[config.mk]
export PLATFORM = sky130hd
export DESIGN_NAME = irq_aggregator
export DESIGN_NICKNAME = d
export VERILOG_FILES = /design/src/rtl/irq_aggregator.sv
export SDC_FILE = /design/constraint.sdc
export NUM_CORES = 1
export LEC_CHECK = 0
export BUFFER_PORTS_ARGS = -buffer_cell sky130_fd_sc_hd__buf_2
export CAP_MARGIN = 10
export CORE_UTILIZATION = 30
export CTS_BUF_LIST = sky130_fd_sc_hd__clkbuf_16
export DETAILED_ROUTE_END_ITERATION = 16
export SLEW_MARGIN = 20
export SYNTH_ARGS = -nofsm -noshare
export SYNTH_HDL_FRONTEND = slang
export SYNTH_SLANG_ARGS = --single-unit
[constraint.sdc]
create_clock -name clk -period 2.1 [get_ports clk]
set_clock_uncertainty 0.05 [all_clocks]
set_input_delay 0.21 -clock clk [delete_from_list [all_inputs] [get_ports clk]]
set_output_delay 0.21 -clock clk [all_outputs]
set_load 0.1 [all_outputs]
[src/rtl/irq_aggregator.sv]
module irq_aggregator #(
  parameter int GEN_W  = 16,
  parameter int DMA_W  = 16,
  parameter int CNT_W  = 16,
  parameter int SUSP_W = 8
) (
  input  logic              clk,
  input  logic              rst_n,
  input  logic [GEN_W-1:0]  gen_req,
  input  logic [DMA_W-1:0]  dma_req,
  input  logic              reg_we,
  input  logic [1:0]        reg_addr,
  input  logic [31:0]       reg_wdata,
  output logic [31:0]       reg_rdata,
  input  logic              dma_enable,
  input  logic [SUSP_W-1:0] dma_suspend,
  input  logic [CNT_W-1:0]  tmr0_count,
  input  logic [CNT_W-1:0]  tmr1_count,
  output logic              gen_cause,
  output logic [11:0]       gen_code,
  output logic              dma_cause,
  output logic [11:0]       dma_code,
  output logic              hold_strobe,
  output logic [CNT_W-1:0]  hold0,
  output logic [CNT_W-1:0]  hold1
);
  localparam int          LOCK_BIT = DMA_W - 1;
  localparam logic [11:0] GEN_VEC  = 12'h400;
  localparam logic [11:0] DMA_VEC  = 12'h800;

  logic [GEN_W-1:0] gen_stat, gen_mask, gen_clr, gen_tog;
  logic [DMA_W-1:0] dma_stat, dma_mask, dma_clr, dma_tog;
  logic             gen_seen, dma_pend, dma_open, snap;

  assign gen_clr = (reg_we && reg_addr == 2'd0) ? reg_wdata[GEN_W-1:0] : '0;
  assign gen_tog = (reg_we && reg_addr == 2'd1) ? reg_wdata[GEN_W-1:0] : '0;
  assign dma_clr = (reg_we && reg_addr == 2'd2) ? reg_wdata[DMA_W-1:0] : '0;
  assign dma_tog = (reg_we && reg_addr == 2'd2) ? reg_wdata[16 +: DMA_W] : '0;

  always_ff @(posedge clk or negedge rst_n) begin
    if (!rst_n) begin
      gen_stat <= '0;
      gen_mask <= '0;
      dma_stat <= '0;
      dma_mask <= '0;
    end else begin
      gen_stat <= (gen_stat & ~gen_clr) | gen_req;
      gen_mask <= gen_mask ^ gen_tog;
      dma_stat <= (dma_stat & ~dma_clr) | dma_req;
      dma_mask <= dma_mask ^ dma_tog;
    end
  end

  assign gen_cause = |(gen_stat & gen_mask);
  assign gen_code  = gen_cause ? GEN_VEC : 12'h000;

  assign dma_pend  = (|(dma_stat & dma_mask)) | dma_stat[LOCK_BIT];
  assign dma_open  = dma_enable && (dma_suspend != SUSP_W'(1));
  assign dma_cause = dma_pend && dma_open;
  assign dma_code  = dma_cause ? DMA_VEC : 12'h000;

  assign snap = gen_cause && !gen_seen && gen_stat[1];

  always_ff @(posedge clk or negedge rst_n) begin
    if (!rst_n) begin
      gen_seen    <= 1'b0;
      hold_strobe <= 1'b0;
      hold0       <= '0;
      hold1       <= '0;
    end else begin
      gen_seen    <= gen_cause;
      hold_strobe <= snap;
      if (snap) begin
        hold0 <= tmr0_count;
        hold1 <= tmr1_count;
      end
    end
  end

  always_comb begin
    reg_rdata = '0;
    case (reg_addr)
      2'd0: reg_rdata[GEN_W-1:0] = gen_stat;
      2'd1: reg_rdata[GEN_W-1:0] = gen_mask;
      2'd2: begin
        reg_rdata[DMA_W-1:0]  = dma_stat;
        reg_rdata[16 +: DMA_W] = dma_mask;
      end
      default: reg_rdata = '0;
    endcase
  end
endmodule

* Yosys cells after proc, flatten, opt, wreduce, memory -nomap -nowiden *
Index checks and enable logic that the tools add are counted.

storage, ports and cells
  bits in registers = 98
  bits in latches = 0
  RAM bits = 0
  bits in read-only memories = 0
  input port bits = 110
  memories = 0

cells by class
  $add $sub $neg = 0
  multiply operators = 0
  div/mod/pow operators = 0
  order comparisons = 0
  eq/ne operators = 3
  shift-type cells = 0
  muxes and demuxes = 8
  bitwise gates (word level) = 11
  reductions and logical operators = 11

operators with widths
  kind                count
  $mux 16             5
  $and 16x16->16      4
  $pmux 16 s3         1
  $not 16->16         2
  $or 16x16->16       2
  $reduce_or 16->1    2
  $xor 16x16->16      2
  $mux 12             1
  $mux 11             1
  $ne 8x1->1 const B  1
  $logic_and 1x1->1   7
  $eq 2x1->1 const B  1
  $eq 2x2->1 const B  1
  $logic_not 2->1     1
  $logic_not 1->1     1
  $or 1x1->1          1

* Longest topological paths before layout *
Gate-level depths: netlist of the first run.

  depth after elaboration = 6
  gate-level depth with buffers = 7
  depth with buffers taken out = 5

* Worst setup path before layout of the first run *
Ideal clock, no wire load.

  path kind = input port to output port
  start point = in reg_addr[0]
  end point = out reg_rdata[0]
  arrival time = 3154 ps
  data required time = 1840 ps
  slack = -1314 ps
  stages on the path = 4
  cells stage by stage = buf_2 buf_1 mux2i_1 o21ai_0

between the ends
  cells in the longest elaborated chain, start to end = 2
  elaborated cells on any way between the ends = 4

RTL lines
  what                                      line  source
  start, declared                           12    input logic [1:0] reg_addr,
  $eq 2x2->1, or another cell as far along  82    case (reg_addr)
  $pmux 16 s3 *                             82
  end, declared                             14    output logic [31:0] reg_rdata,

Mark *: on every way between the ends. The rest lies on a longest branch, timed or not.

* Worst setup path in the final report of the first run *
  start point = reg dma_stat[7]
  end point = out dma_code[11]

between the ends
  cells in the longest elaborated chain, start to end = 5

RTL lines
  what                    line  source
  start, declared         32    logic [DMA_W-1:0] dma_stat, dma_mask, dma_clr, dma_tog;
  start signal, assigned  49    dma_stat <= (dma_stat & ~dma_clr) | dma_req;
  $and 16x16->16          57    assign dma_pend = (|(dma_stat & dma_mask)) | dma_stat[LOCK_BIT];
  $reduce_or 16->1        57
  $or 1x1->1              57
  $logic_and 1x1->1       59    assign dma_cause = dma_pend && dma_open;
  $mux 12                 60    assign dma_code = dma_cause ? DMA_VEC : 12'h000;
  end, declared           22    output logic [11:0] dma_code,

Every way passes these cells.

==> impl_metrics.csv, run 1 <==
group,metric,value,unit
logic_synthesis,avgSynthCellArea,11.7,um2
floorplanning,num_rows,44,
worst_hold_path,min_path_type,"in -> reg",
logic_synthesis,ys.flop_type,"dfrtp_1",
global_routing,grt_pass1_wl,20800,um
route,via_per_inst,4.58,
logic_synthesis,yosysTopAreaCell,"dfrtp_1",
logic_synthesis,async_flop_share,100,%
worst_setup_path,slowest_stage,"dfrtp_2",
sta,timing.final.ws_setup,0.0346,ns
worst_setup_path,critical_path.startpoint_type,"flop",
logic_synthesis,netlist_instances,393,
worst_setup_path,cp_max_fo,3,
pwr,finalPower,9.01,mW
logic_synthesis,post-synth-top-count-cell,"dfrtp_1",
sta,worst_pin_slew,0.556,ns
logic_synthesis,synthTopCellsByArea,"dfrtp_1 53%, mux2_4 9.4%, nand2_1 6.6%, xnor2_1 6.1%, a21o_1 5.2%",
final_layout,area_delta_synth_final,48.5,%
global_routing,antenna_found_initial,1,
logic_synthesis,ys_types,29,
clocking,clk_latency,0.35,ns
route,via_count,3622,
floorplanning,die_h,126,um
worst_setup_path,critPathMaxStageDelay,0.44,ns
sta,final-setup-viol-count,0,
sta,relSlewSlack,62.9,%
clocking,cts_max_path_buffers,2,
logic_synthesis,synth_edf_count,0,
placement,pre_cts_ws,0.108,ns
global_routing,grt_pass1_vias,3768,
placement,io_buffers,178,
clocking,clock_sinks,98,
final_layout,fin_util,46.4,%
final_layout,drive_gt1_share,43.6,%
clocking,cts_tree,"built",
global_routing,grt_overflow,0,
floorplanning,core_area,14800,um2
route,drtPass1Iterations,5,
clocking,cts_buffers,9,
route,wire_per_inst,16.7,um
floorplanning,ios,201,
clocking,clockRootBuffer,"clkbuf_16",
flow_run,max-cap-violations,0,
placement,dp_hpwl,10200,um
final_layout,fillers,1347,
logic_synthesis,synthesis.area,4610,um2
floorplanning,initial_core_util,31.3,%
pwr,p_per_area,1310,nW/um2
global_routing,track_usage,17.2,%
worst_setup_path,cp-end-kind,"output pin",
placement,placed_area,6270,um2
floorplanning,die_w,126,um
sta,drv_slew,0,
worst_setup_path,crit_buf_inv,1,
final_layout,final_nets,712,
logic_synthesis,synthTopCellsByCount,"98 x dfrtp_1, 81 x nand2_1, 32 x a21o_1, 32 x xnor2_1, 29 x mux2_4",
worst_setup_path,critical_path_required,1.84,ns
sta,finalHoldViolCount,0,
worst_setup_path,crit_family,"compound AO/OA/AOI/OAI gates",
sta,hold_slack,0.0142,ns
logic_synthesis,synth_top_area_share,53.1,%
sta,rsz0062_at_grt,"true",
route,drc,0,
final_layout,design_area,6850,um2
route,drt-initial-drc-count,176,
logic_synthesis,synth.ff_latch_count,98,
clocking,htree_levels,3,
logic_synthesis,synth_seq_area_share,53.1,%
logic_synthesis,yosys_warnings,0,
final_layout,multiInputGateArea,2100,um2
worst_setup_path,path_class,"reg -> out",
global_routing,grt_max_degree,44,
sta,final.period_utilization,98.4,%
route,drt-total-wl,13200,um
sta,min_period,2.07,ns
pwr,peakVddDrop,0.000653,V
route,drtAntennaViolNets,0,
floorplanning,die_area,15900,um2
pwr,leakage,3.10,nW
run_status,status,"finished, final reports clean",
final_layout,ff_latch_area,2450,um2
placement,gp_congestion,0.830,
worst_setup_path,crit_arrival,1.81,ns
sta,fmax,484,MHz
clocking,cts.reportedPaths.clkPinSlew,0.07,ns
worst_setup_path,crit_chain,"a22o_1 -> a221oi_2 -> nand3_2 -> o211a_4 -> buf_12",
-- final timing paths --
kind,end,depth (start not counted),slack (ns),startpoint
max in group asynchronous,dma_mask[6],3,0.96,rst_n
min,dma_stat[1],2,0.01,dma_req[1]
min reg2reg,dma_mask[15],1,0.42,dma_mask[15]
max reg2reg,hold1[0],6,0.12,gen_stat[5]
max,dma_code[11],5,0.03,dma_stat[7]
min in group asynchronous,hold1[6],2,0.37,rst_n
-- state kept, by name, indices dropped and copies added, names as in the netlist --
name / count
hold1: 16
gen_mask: 16
gen_stat: 16
dma_mask: 16
gen_seen: 1
hold0: 16
hold_strobe: 1
dma_stat: 16
-- cells in the final DEF, fill, tap and decap left out, types with 16 or more instances in the layout --
master,instances
and2_1,17
mux2i_1,16
conb_1,22
nand2_1,81
a21o_1,32
buf_2,141
xnor2_1,32
buf_12,36
dlygate4sd3_1,24
buf_4,18
mux2_4,29
dfrtp_1,97
-- report_power, final --
group	leakage [nW]	internal (mW)	switching, mW	total [mW]
combinational	1.88	1.36	3.24	4.60
sequential	1.10	2.44	0.477	2.92
clock	0.128	0.788	0.702	1.49
-- logic make-up (layout without fill, tap and decap cells) --
logic type	count (synthesis)	count (layout)	synth area share, %
AOI/OAI and AO/OA	65	65	10.5
xor gates and xnor gates	32	32	6.07
buffers and inverters	42	234	6.15
DFF	98	98	53.1
muxes	48	48	13.6
other	1	23	0.0813
and+or+nand+nor	107	107	10.4
-- per-stage QoR --
stage	TNS, ns	cells
after detailed placement	0	748
after floorplan	-33.24	414
final	0	791
after CTS	-0.112	785
after global routing	-0.121	790
after global placement	0	748
-- what timing repair did --
| action | in CTS | in global routing |
|---|---|---|
| pin swaps | 1 | 4 |
| hold buffers | 22 | 2 |
| setup endpoints to repair | 4 | 4 |
| buffers inserted | 0 | 3 |
| resized for setup | 8 | 8 |
| hold endpoints to repair | 62 | 2 |
-- cell type report --
type | count | share of cell area [%]
Tap cell | 184 | 3.36
Sequential cell | 98 | 35.8
Clock buffer | 9 | 3.29
Multi-Input combinational cell | 274 | 30.7
Antenna cell | 1 | 0.0365
Clock inverter | 6 | 0.511
Timing Repair Buffer | 219 | 26.3
-- metal layers --
metal | part of all wire, % | up-vias | track usage (%)
li1 | - | 1695 | -
met1 | 44 | 1745 | 21.7
met2 | 48 | 172 | 28.4
met3 | 7.7 | 10 | 5.61
met4 | 0.73 | 0 | 4.04
met5 | 0 | - | 0
No activity file was read; power rests on OpenSTA's default activity.
==> run 2, diff against run 1 <==
==> constraint.sdc (replaced) <==
create_clock -name clk -period 2.1 [get_ports clk]
set_clock_uncertainty 0.05 [all_clocks]
set_input_delay 0.105 -clock clk [delete_from_list [all_inputs] [get_ports clk]]
set_output_delay 0.105 -clock clk [all_outputs]
set_load 0.1 [all_outputs]
==> run 2 against run 1 <==
Net effect:
- worst hold slack gained 0.0075 ns
- global-route usage up 1.9 points
- worst setup slack improved by 0.023 ns
- wire length increased by 11%
- total power rose by 0.52%
- fmax rose by 1.1%
- largest power group unchanged
- core utilization grew 4.1 points
- critical endpoint is now dma_cause
==> impl_metrics.csv, run 2 (synthesis gave the netlist of run 1 again) <==
group,metric,value,unit
run_status,status,"finished, final reports clean",
clocking,clk_latency,0.34,ns
final_layout,area_delta_synth_final,61.6,%
floorplanning,die_area,15900,um2
placement,placed_area,6170,um2
final_layout,design_area,7460,um2
worst_setup_path,crit_arrival,1.89,ns
placement,dp_cells,747,
worst_hold_path,min_path_type,"in -> reg",
sta,fmax,490,MHz
global_routing,grt_pass1_wl,23000,um
route,drt-initial-drc-count,152,
clocking,cts_buffers,9,
floorplanning,ios,201,
clocking,postCtsSetupRepairBufs,0,
floorplanning,num_rows,44,
global_routing,track_usage,19.1,%
worst_setup_path,crit_chain,"a22o_1 -> a221oi_2 -> nand3_1 -> o211a_1 -> buf_4",
final_layout,final_nets,785,
global_routing,grt_overflow,0,
floorplanning,die_w,126,um
final_layout,fillers,1291,
pwr,finalPower,9.06,mW
clocking,clockRootBuffer,"clkbuf_16",
clocking,cts_tree,"built",
global_routing,antenna_found_initial,1,
clocking,cts.reportedPaths.clkPinSlew,0.07,ns
placement,gp_congestion,0.822,
pwr,peakVddDrop,0.000976,V
final_layout,finalNonFillerCells,864,
sta,finalHoldViolCount,0,
worst_setup_path,r2r_end,"hold0[15]",
worst_setup_path,critical_path_required,1.95,ns
global_routing,grt_max_degree,44,
worst_setup_path,r2r-start,"gen_mask[5]",
sta,drv_slew,0,
route,drt-total-wl,14600,um
sta,final-setup-viol-count,0,
route,drtAntennaViolNets,0,
placement,dp_hpwl,9860,um
route,wire_per_inst,16.9,um
clocking,clock_sinks,98,
final_layout,drive_gt1_share,36.6,%
worst_setup_path,cp_max_fo,3,
pwr,p_per_area,1210,nW/um2
worst_hold_path,min_from,"reg_wdata[13]",
sta,final.period_utilization,97.3,%
flow_run,max-cap-violations,0,
sta,min_period,2.04,ns
route,via_count,3977,
worst_setup_path,cp-end-kind,"output pin",
pwr,leakage,3.36,nW
clocking,htree_levels,3,
route,drtPass1Iterations,4,
floorplanning,die_h,126,um
global_routing,grt_pass1_vias,4189,
route,via_per_inst,4.60,
worst_setup_path,reg2reg_depth,6,
sta,rsz0062_at_grt,"true",
worst_hold_path,whs_endpoint,"gen_mask[13]",
worst_setup_path,r2r_setup_slack,0.09,ns
placement,io_buffers,178,
worst_setup_path,slowest_stage,"dfrtp_1",
worst_hold_path,hold_path_depth,3,
floorplanning,core_area,14800,um2
worst_setup_path,path_class,"reg -> out",
route,drc,0,
worst_setup_path,critical_path.startpoint_type,"flop",
final_layout,n_antenna_cell,0,
final_layout,final_cell_mix,"143 x buf_2, 101 x dlygate4sd3_1, 98 x dfrtp_1, 81 x nand2_1, 34 x buf_12",
worst_setup_path,critPathMaxStageDelay,0.44,ns
clocking,cts_max_path_buffers,2,
final_layout,final_common_cell,"buf_2",
floorplanning,initial_core_util,31.3,%
==> run 2: changes by cell type in the layout (fill, tap and decap cells not counted), moves of 2 or more <==
cell,before,now
buf_4,18,14
clkinv_1,1,3
o21ai_4,9,0
clkinv_2,3,1
dlygate4sd3_1,24,101
o21ai_1,1,7
o21ai_2,6,9
buf_2,141,143
buf_12,36,34
==> run 2: per-layer routing <==
layer	global-route usage [%]	vias to the layer above	wire (um)
li1	-	1844	-
met2	33.4	168	7280
met4	5.32	2	211
met1	23.0	1945	6250
met5	0	-	16
met3	4.89	18	867
==> run 2: per-stage QoR <==
step           utilization (%)  hold WS [ns]  setup TNS, ns  setup WS, ns
2_1_floorplan                -        -0.241         -32.11        -0.965
3_3_place_gp              41.8      -0.00154              0         0.142
3_5_place_dp              41.8       0.00740              0         0.101
4_1_cts                   50.6      0.000790              0        0.0427
5_1_grt                   50.6        0.0141       -0.00679      -0.00364
6_report                  50.6        0.0217              0        0.0574
==> run 2: repair_timing <==
| item | in CTS | in global routing |
|---|---|---|
| gates resized for setup | 3 | 0 |
| endpoints found under the setup margin | 2 | 2 |
| endpoints found under the hold margin | 120 | 0 |
| hold buffers | 101 | 0 |
==> run 2: where the power goes <==
| group | internal [mW] | leakage, nW | switching, mW |
|---|---|---|---|
| Combinational | 1.40 | 2.14 | 3.24 |
| Sequential | 2.44 | 1.10 | 0.494 |
| Clock | 0.789 | 0.133 | 0.697 |
| Total | 4.63 | 3.36 | 4.43 |
==> run 2: worst max path at each step <==
stage | start | endpoint | slack [ns] | depth (start not counted)
floorplan | gen_stat[5] | hold0[10] | -0.96 | 7
global placement | gen_stat[5] | hold1[15] | 0.14 | 6
detailed placement | gen_stat[5] | hold0[15] | 0.10 | 6
CTS | gen_mask[5] | gen_cause | 0.04 | 5
global route | gen_mask[5] | gen_code[10] | -0.004 | 5
finish | dma_stat[7] | dma_cause | 0.06 | 5
==> run 2: final cells by class <==
cell class	instances	area, um2	share of cell area, %
tap	184	230	3.09
multi-input combinational	274	2000	26.8
sequential	98	2450	32.9
clock buffer	9	225	3.02
timing repair buffer	292	2510	33.7
clock inverter	7	37.5	0.503
==> run 2: worst max-delay path, delay by kind of cell (launching register included) <==
family,cells,cell delay [ns]
compound gates,3,0.74
buf+inv,1,0.24
flops,1,0.44
simple gates,1,0.11
==> run 3, diff against run 2 <==
Settings changed: PLACE_DENSITY set to 0.53.
==> run 3 against run 2 <==
Net effect:
- worst setup slack got worse by 0.00053 ns
- flip-flop and latch count unchanged
- non-clock buffer count fell by 3
- sequential share of layout area fell by 0.094 points
- global-route usage is 0.43 points lower
- highest routed layer is now met4
- first-iteration DRC count fell by 8.6%
- critical path depth rose by 1
- combinational power about the same
- die area unchanged
==> impl_metrics.csv, run 3 (synthesis gave the netlist of run 1 again) <==
group,metric,value,unit
flow_run,max-cap-violations,0,
floorplanning,num_rows,44,
floorplanning,die_area,15900,um2
floorplanning,ios,201,
route,drtAntennaViolNets,0,
clocking,clockRootBuffer,"clkbuf_16",
worst_setup_path,startpoint,"gen_stat[5]",
sta,final.period_utilization,97.3,%
final_layout,final_common_cell,"buf_2",
clocking,cts_tree,"built",
worst_setup_path,cp_max_fo,16,
sta,drv_slew,0,
placement,placed_area,6160,um2
worst_setup_path,r2r_setup_slack,0.06,ns
worst_setup_path,critical_path.startpoint_type,"flop",
floorplanning,die_h,126,um
sta,relSlewSlack,60.0,%
clocking,cts_buffers,9,
global_routing,track_usage,18.6,%
sta,hold_slack,0.0155,ns
route,drc,0,
final_layout,final_nets,782,
sta,rsz0062_at_grt,"true",
final_layout,design_area,7480,um2
clocking,clk_latency,0.34,ns
route,drt-initial-drc-count,139,
placement,pre_cts_ws,0.0898,ns
floorplanning,core_area,14800,um2
worst_hold_path,min_path_type,"in -> reg",
worst_setup_path,cp-end-kind,"flop",
route,via_per_inst,4.54,
sta,min_period,2.04,ns
clocking,clock_sinks,98,
worst_setup_path,cp-endpoint,"hold0[8]",
worst_setup_path,path_class,"reg -> reg",
worst_setup_path,r2r-start,"gen_stat[5]",
final_layout,fin_util,50.7,%
pwr,leakage,3.37,nW
worst_setup_path,r2r_end,"hold0[8]",
sta,timing.final.ws_setup,0.0568,ns
route,drtPass1Iterations,4,
global_routing,grt_pass1_wl,22500,um
final_layout,area_delta_synth_final,62.1,%
final_layout,final_cell_mix,"141 x buf_2, 100 x dlygate4sd3_1, 98 x dfrtp_1, 81 x nand2_1, 35 x buf_12",
final_layout,drive_gt1_share,37.1,%
sta,finalHoldViolCount,0,
route,drt-total-wl,14400,um
sta,fin_setup_tns,0,ns
clocking,htree_levels,3,
pwr,finalPower,9.06,mW
floorplanning,die_w,126,um
final_layout,n_antenna_cell,0,
sta,fmax,489,MHz
worst_setup_path,reg2reg_depth,6,
global_routing,antenna_found_initial,0,
route,via_count,3909,
pwr,peakVddDrop,0.000612,V
run_status,status,"finished, final reports clean",
sta,worst_pin_slew,0.600,ns
global_routing,grt_overflow,0,
route,wire_per_inst,16.7,um
placement,gp_congestion,0.808,
final_layout,finalNonFillerCells,861,
worst_setup_path,crit_arrival,2.22,ns
sta,final-setup-viol-count,0,
pwr,p_per_area,1210,nW/um2
global_routing,grt_pass1_vias,4193,
floorplanning,initial_core_util,31.3,%
placement,io_buffers,178,
global_routing,grt_max_degree,47,
clocking,cts_max_path_buffers,2,
worst_setup_path,critical_path_required,2.28,ns
placement,dp_cells,743,
placement,dp_hpwl,9640,um
clocking,cts.reportedPaths.clkPinSlew,0.07,ns
run 3: changes by cell type in the layout (fill, tap and decap cells not counted), sizes merged:
| cell | delta |
|---|---|
| clkinv | -3 |
| inv | +2 |
| clkbuf | +1 |
| clkinvlp | +1 |
| dlygate4sd3 | -1 |
| buf | -3 |
run 3: worst min-delay path by stage:
| stage | cells past startpoint | startpoint | slack [ns] | endpoint |
|---|---|---|---|---|
| detailed placement | 1 | rst_n | 0.009 | hold1[12] |
| floorplan | 0 | rst_n | -0.24 | dma_mask[0] |
| CTS | 3 | reg_wdata[0] | 0.0005 | gen_mask[0] |
| finish | 3 | reg_wdata[0] | 0.02 | gen_mask[0] |
| global route | 3 | reg_wdata[0] | 0.01 | gen_mask[0] |
| global placement | 1 | rst_n | 0.004 | hold1[12] |
run 3: final cells by class:
cell class / instances / area (um2)
multi-input cells: 274 / 2010
well taps: 184 / 230
flip-flops and latches: 98 / 2450
clock inverters: 7 / 37.5
fillers: 1331 / 7270
repair buffers: 289 / 2520
clock buffers: 9 / 225
run 3: worst max-delay path, cell delays in order, from the launching register on:
cell,delay (ns)
dfrtp_1,0.40
a22o_1,0.25
a221oi_2,0.21
nand4_1,0.19
and3b_2,0.31
clkbuf_16,0.21
mux2_4,0.31
run 3: metal layers:
layer	up-vias	global-route usage, %	share of wire, %
met1	1880	22.7	42
met2	170	31.9	48
li1	1840	-	-
met3	19	4.63	7.2
met4	0	6.66	2.0
met5	-	0	0
run 3: what timing repair did:
action / CTS / global route
resized for setup: 0 / 12
endpoints found under the setup margin: 2 / 36
cloned: 0 / 1
pin swaps: 0 / 1
hold buffers: 100 / 0
buffers inserted: 0 / 1
hold endpoints to repair: 121 / 0
run 3: where the power goes:
group | internal [mW] | total (mW) | switching [mW] | leakage (nW)
registers | 2.44 | 2.92 | 0.477 | 1.10
logic | 1.41 | 4.64 | 3.23 | 2.14
clock network | 0.791 | 1.50 | 0.710 | 0.136
total | 4.64 | 9.06 | 4.42 | 3.37
